`src/rtl/lac_pkg.sv`:
```
package lac_pkg;
  typedef enum logic [1:0] {
    FLT_NONE  = 2'b00,
    FLT_ALIGN = 2'b01,
    FLT_PAGE  = 2'b10
  } flt_e;
endpackage

```
`src/rtl/lac_addr_form.sv`:
```
module lac_addr_form #(
  parameter int AW = 32
) (
  input  logic [AW-1:0] base,
  input  logic [AW-1:0] offset,
  output logic [AW-1:0] lin
);
  // modulo 2^AW: carry out is dropped
  assign lin = base + offset;
endmodule

```
`src/rtl/lac_align_test.sv`:
```
module lac_align_test #(
  parameter int AW       = 32,
  parameter int SZW      = 3,
  parameter int MAX_LOG2 = 4
) (
  input  logic [AW-1:0]  lin,
  input  logic [SZW-1:0] size_code,
  output logic           misaligned
);
  logic [MAX_LOG2-1:0] low_mask;

  // bit b of the mask is set when the size exceeds 2^b bytes; codes above
  // MAX_LOG2 set every bit and so saturate at the widest size
  for (genvar b = 0; b < MAX_LOG2; b++) begin : g_mask
    assign low_mask[b] = (size_code > SZW'(b));
  end

  assign misaligned = |(lin[MAX_LOG2-1:0] & low_mask);
endmodule

```
`src/rtl/lac_gate.sv`:
```
module lac_gate #(
  parameter int CW      = 32,
  parameter int PLW     = 2,
  parameter int USER_PL = 3,
  parameter int AM_BIT  = 18,
  parameter int AC_BIT  = 18
) (
  input  logic [PLW-1:0] priv_lvl,
  input  logic [CW-1:0]  ctrl_word,
  input  logic [CW-1:0]  flag_word,
  output logic           chk_on
);
  assign chk_on = (priv_lvl == PLW'(USER_PL)) & ctrl_word[AM_BIT] & flag_word[AC_BIT];
endmodule

```
`src/rtl/lin_align_guard.sv`:
```
module lin_align_guard #(
  parameter int AW       = 32,
  parameter int SZW      = 3,
  parameter int MAX_LOG2 = 4,
  parameter int PLW      = 2,
  parameter int CW       = 32,
  parameter int USER_PL  = 3,
  parameter int AM_BIT   = 18,
  parameter int AC_BIT   = 18
) (
  input  logic           clk,
  input  logic           rst,
  input  logic           req_valid,
  input  logic [AW-1:0]  seg_base,
  input  logic [AW-1:0]  eff_off,
  input  logic [SZW-1:0] size_code,
  input  logic [PLW-1:0] priv_lvl,
  input  logic [CW-1:0]  ctrl_word,
  input  logic [CW-1:0]  flag_word,
  input  logic [AW-1:0]  instr_ip,
  input  logic           page_present,
  output logic           xlat_req,
  output logic [AW-1:0]  xlat_addr,
  output logic           res_vld,
  output logic [1:0]     res_code,
  output logic [AW-1:0]  res_lin,
  output logic [AW-1:0]  res_ip
);
  import lac_pkg::*;

  logic [AW-1:0] lin;
  logic          mis;
  logic          chk_on;
  logic          ac_hit;
  flt_e          next_code;

  lac_addr_form #(.AW(AW)) u_addr (
    .base   (seg_base),
    .offset (eff_off),
    .lin    (lin)
  );

  lac_align_test #(.AW(AW), .SZW(SZW), .MAX_LOG2(MAX_LOG2)) u_align (
    .lin        (lin),
    .size_code  (size_code),
    .misaligned (mis)
  );

  lac_gate #(.CW(CW), .PLW(PLW), .USER_PL(USER_PL),
             .AM_BIT(AM_BIT), .AC_BIT(AC_BIT)) u_gate (
    .priv_lvl  (priv_lvl),
    .ctrl_word (ctrl_word),
    .flag_word (flag_word),
    .chk_on    (chk_on)
  );

  // alignment is resolved first; a failing access never reaches translation
  assign ac_hit    = chk_on & mis;
  assign xlat_req  = ~rst & req_valid & ~ac_hit;
  assign xlat_addr = lin;

  always_comb begin
    if (ac_hit)             next_code = FLT_ALIGN;
    else if (!page_present) next_code = FLT_PAGE;
    else                    next_code = FLT_NONE;
  end

  always_ff @(posedge clk) begin
    if (rst) begin
      res_vld  <= 1'b0;
      res_code <= FLT_NONE;
      res_lin  <= '0;
      res_ip   <= '0;
    end else begin
      res_vld  <= req_valid;
      res_code <= req_valid ? next_code : FLT_NONE;
      if (req_valid) begin
        res_lin <= lin;
        res_ip  <= instr_ip;
      end
    end
  end
endmodule

```
`config.mk`:
```
export PLATFORM = sky130hd
export DESIGN_NAME = lin_align_guard
export DESIGN_NICKNAME = d
export VERILOG_FILES = /design/src/rtl/lac_pkg.sv /design/src/rtl/lac_addr_form.sv /design/src/rtl/lac_align_test.sv /design/src/rtl/lac_gate.sv /design/src/rtl/lin_align_guard.sv
export SDC_FILE = /design/constraint.sdc
export NUM_CORES = 1
export LEC_CHECK = 0
export ABC_AREA = 1
export BUFFER_PORTS_ARGS = -buffer_cell sky130_fd_sc_hd__buf_2
export CAP_MARGIN = 5
export CELL_PAD_IN_SITES_DETAIL_PLACEMENT = 1
export CELL_PAD_IN_SITES_GLOBAL_PLACEMENT = 2
export CORE_MARGIN = 2
export CORE_UTILIZATION = 23
export DETAILED_ROUTE_END_ITERATION = 10
export PLACE_DENSITY = 0.88
export SYNTH_ARGS = -nofsm -noshare
export SYNTH_HDL_FRONTEND = slang
export SYNTH_SLANG_ARGS = --single-unit
export TNS_END_PERCENT = 1
```
`constraint.sdc`:
```
create_clock -name clk -period 5.5 [get_ports clk]
set_clock_uncertainty 0.2 [all_clocks]
set_input_delay 0.55 -clock clk [delete_from_list [all_inputs] [get_ports clk]]
set_output_delay 0.55 -clock clk [all_outputs]
set_load 0.005 [all_outputs]
```
==> run_results.csv <==
group,metric,value,unit
pwr,p_total,1630,µW
detailed_routing,first_iter_violations,118,
timing,worstMarginPinSlew,0.738,ns
synthesis,synth_ff_type,"dfxtp_1",
cts,worstSkewPairLatency,0.33,ns
pwr,peakVddDrop,0.113,mV
setup_path,end_kind,"output pin",
timing,hold_violations,0,
detailed_routing,drc,0,
cts,cts_buffer_depth,2,
cells_and_area,nFillCells,2845,
setup_path,rr_endpoint,"res_lin[4]$_SDFFE_PP0P_",
synthesis,synth-seq-area-share,27.5,%
cts,clk_pin_slew,0.06,ns
detailed_routing,drtAntennaViolNets,0,
grt,grt_pass1_wl,28100,µm
grt,grt_use_total,16.0,%
cts,cts_max_level,3,
synthesis,synth_most_common_cell,"nand2_1",
place,gp_congestion,0.823,
pwr,p_leak,0.00396,µW
cts,hold_buffers,0,
worst_hold_path,hold-path-endpoint,"res_code[1]$_SDFF_PP0_",
cts,cts_buffers,9,
pwr,p_clk_share,34.2,%
setup_path,r2r_cells,4,
grt,antenna_found_initial,0,
setup_path,crit_type,"in2out",
pwr,p_per_area,251,nW/µm²
floorplanning,rows,53,
timing,max_freq,308,MHz
detailed_routing,wirelength,17900,µm
synthesis,async_flop_share,0,%
cells_and_area,ff_latch_area,1340,µm²
cells_and_area,drive_gt1_share,23.1,%
place,portBuffers,206,
setup_path,worstPathRequired,4.75,ns
pwr,switching_share,34.6,%
setup_path,crit_slowest_cell,"fa_1",
synthesis,syn-instance-count,838,
pwr,p_int,1060,µW
detailed_routing,wire_per_inst,13.6,µm
detailed_routing,first_pass_iters,4,
synthesis,yosys-top-cells-count,"252 x nand2_1, 152 x inv_1, 151 x nor2_1",
worst_hold_path,holdPathStages,2,
job,drv_cap,0,
timing,max_slew_margin,50.8,%
cts,cts_tree,"yes",
floorplanning,pin_count,269,
synthesis,ys_seq_elements,67,
cells_and_area,final_nets,1240,
timing,fin_hold_ws,0.177,ns
detailed_routing,num_vias,5590,
setup_path,rrSetupSlack,4.59,ns
status,status,"complete, no violations",
pwr,seq_power_share,33.5,%
setup_path,critPathLaunchType,"input pin",
setup_path,worst-path-max-fanout,4,
timing,tns,0,ns
timing,period_share,59.1,%
setup_path,crit_buf_inv,3,
grt,grt_max_degree,72,
cts,cts.sinks,67,
timing,fin_crit,3.25,ns
place,placed_area,6170,µm²
setup_path,reg2reg_from,"res_lin[4]$_SDFFE_PP0P_",
synthesis,synthTopCellsByArea,"dfxtp_1 28%, nand2_1 19%, inv_1 12%",
synthesis,ys_types,28,
detailed_routing,vias_per_cell,4.24,
setup_path,cp_top_family,"adder cells",
cts,ctsResizeCount,0,
floorplanning,initial_core_util,23.3,%
worst_hold_path,worstHoldStart,"page_present",
synthesis,synth_top_cell_by_area,"dfxtp_1",
setup_path,cp_data_arrival_time,2.50,ns
pwr,combPwrFrac,32.3,%
synthesis,yosys_warnings,0,
worst_hold_path,hold_path.class,"in2reg",
floorplanning,dieArea,22400,µm²
setup_path,cpPeakStageDelay,0.48,ns
cells_and_area,diodes,0,
timing,grt_setup_unrepaired,"false",
timing,setup_viol,0,
grt,overflow,0,
cts,clockRootBuffer,"clkbuf_16",
place,dpl.hpwl,15000,µm
synthesis,avgSynthCellArea,5.82,µm²
floorplanning,die_w,150,µm
cts,post_cts_buffers,0,
cells_and_area,multi_input_area,2860,µm²
grt,grt_pass1_vias,5614,
setup_path,critical_path.cell_chain,"buf_2 > ha_1 > fa_1 > nand3_1 > nand3_2 > nand3_1 > nand3b_1 > xnor2_1 > inv_1 > buf_2",
cells_and_area,syn_to_final_growth,33.0,%
setup_path,cp.depth,10,
floorplanning,core-area,20900,µm²
cells_and_area,fin_area,6490,µm²
synthesis,yosys.area.top_type_share,27.5,%
synthesis,syn_nets,1039,
synthesis,syn_area,4880,µm²
timing,finalMaxSlewViolations,0,
pwr,switchingPower,562,µW
floorplanning,die_h,150,µm
synthesis,synth_edf_count,0,
## area by class of cell
class                   count  area share [%]
clock buffers              11            3.90
clock inverters             5           0.559
inverters                 153            8.85
multi-input cells         599            44.2
flip-flops and latches     67            20.7
well taps                 275            5.30
repair buffers            209            16.6
## power by group through the flow
stage | Clock [µW] | Sequential (µW) | Combinational [µW]
global placement | 0 | 554 | 527
CTS | 575 | 545 | 537
finish | 555 | 545 | 525
global route | 600 | 550 | 602
detailed placement | 0 | 556 | 535
floorplan | 0 | 559 | 296
## how the worst max path moves through the flow
stage	slack, ns	endpoint	startpoint
2_1_floorplan	2.88	xlat_addr[24]	seg_base[0]
3_3_place_gp	2.19	xlat_addr[12]	seg_base[0]
3_5_place_dp	2.15	xlat_addr[12]	seg_base[0]
4_1_cts	2.15	xlat_addr[12]	seg_base[0]
5_1_grt	2.03	xlat_addr[12]	seg_base[0]
6_report	2.25	xlat_addr[12]	seg_base[0]
## logic make-up (layout without fill, tap and decap cells)
group / Yosys count / in the layout / synth area share, %
AND/OR/NAND/NOR: 475 / 475 / 39.4
buffers and inverters: 172 / 378 / 13.8
AO/OA/AOI/OAI: 76 / 76 / 8.11
flip-flops: 67 / 67 / 27.5
adder cells (fa/ha/maj): 32 / 32 / 8.36
XOR/XNOR: 16 / 16 / 2.87
## flip-flops by register name, summed over array words and instances (netlist names)
signal	count
res_vld	1
res_ip	32
res_code	2
res_lin	32
## per-stage QoR
step	worst slack, ns	std cells	util (%)
2_1_floorplan	2.88	838	-
3_3_place_gp	2.19	1302	29.5
3_5_place_dp	2.15	1302	29.5
4_1_cts	2.15	1318	30.9
5_1_grt	2.03	1319	31.1
6_report	2.25	1319	31.1
## layer usage
layer	vias to the layer above	global-route usage [%]	wire, µm
met1	2503	19.6	8060
met3	14	3.11	989
li1	2937	-	-
met4	0	3.90	257
met5	-	0	0
met2	136	28.6	8570
## cell usage in the layout (no fill, tap or decap), types with 2 or more instances in the layout
| cell type | netlist | final |
|---|---|---|
| nand2_1 | 252 | 252 |
| buf_2 | 1 | 206 |
| inv_1 | 152 | 152 |
| nor2_1 | 151 | 151 |
| dfxtp_1 | 67 | 67 |
| nand3_1 | 46 | 46 |
| o21ai_0 | 45 | 45 |
| ha_1 | 31 | 31 |
| a21oi_1 | 19 | 19 |
| xnor2_1 | 10 | 10 |
| nand2_2 | 9 | 9 |
| clkbuf_16 | 0 | 9 |
| xor2_1 | 6 | 6 |
| o21ai_1 | 6 | 6 |
| nor3_1 | 5 | 5 |
| nand3_2 | 5 | 5 |
| clkinvlp_4 | 0 | 3 |
| nor2_2 | 2 | 2 |
| o21bai_1 | 2 | 2 |
| nand3b_1 | 2 | 2 |
| nand4_1 | 2 | 2 |
| o211ai_1 | 2 | 2 |
| clkbuf_8 | 2 | 2 |
| buf_4 | 0 | 2 |
Power figures use the tool's default switching activity.
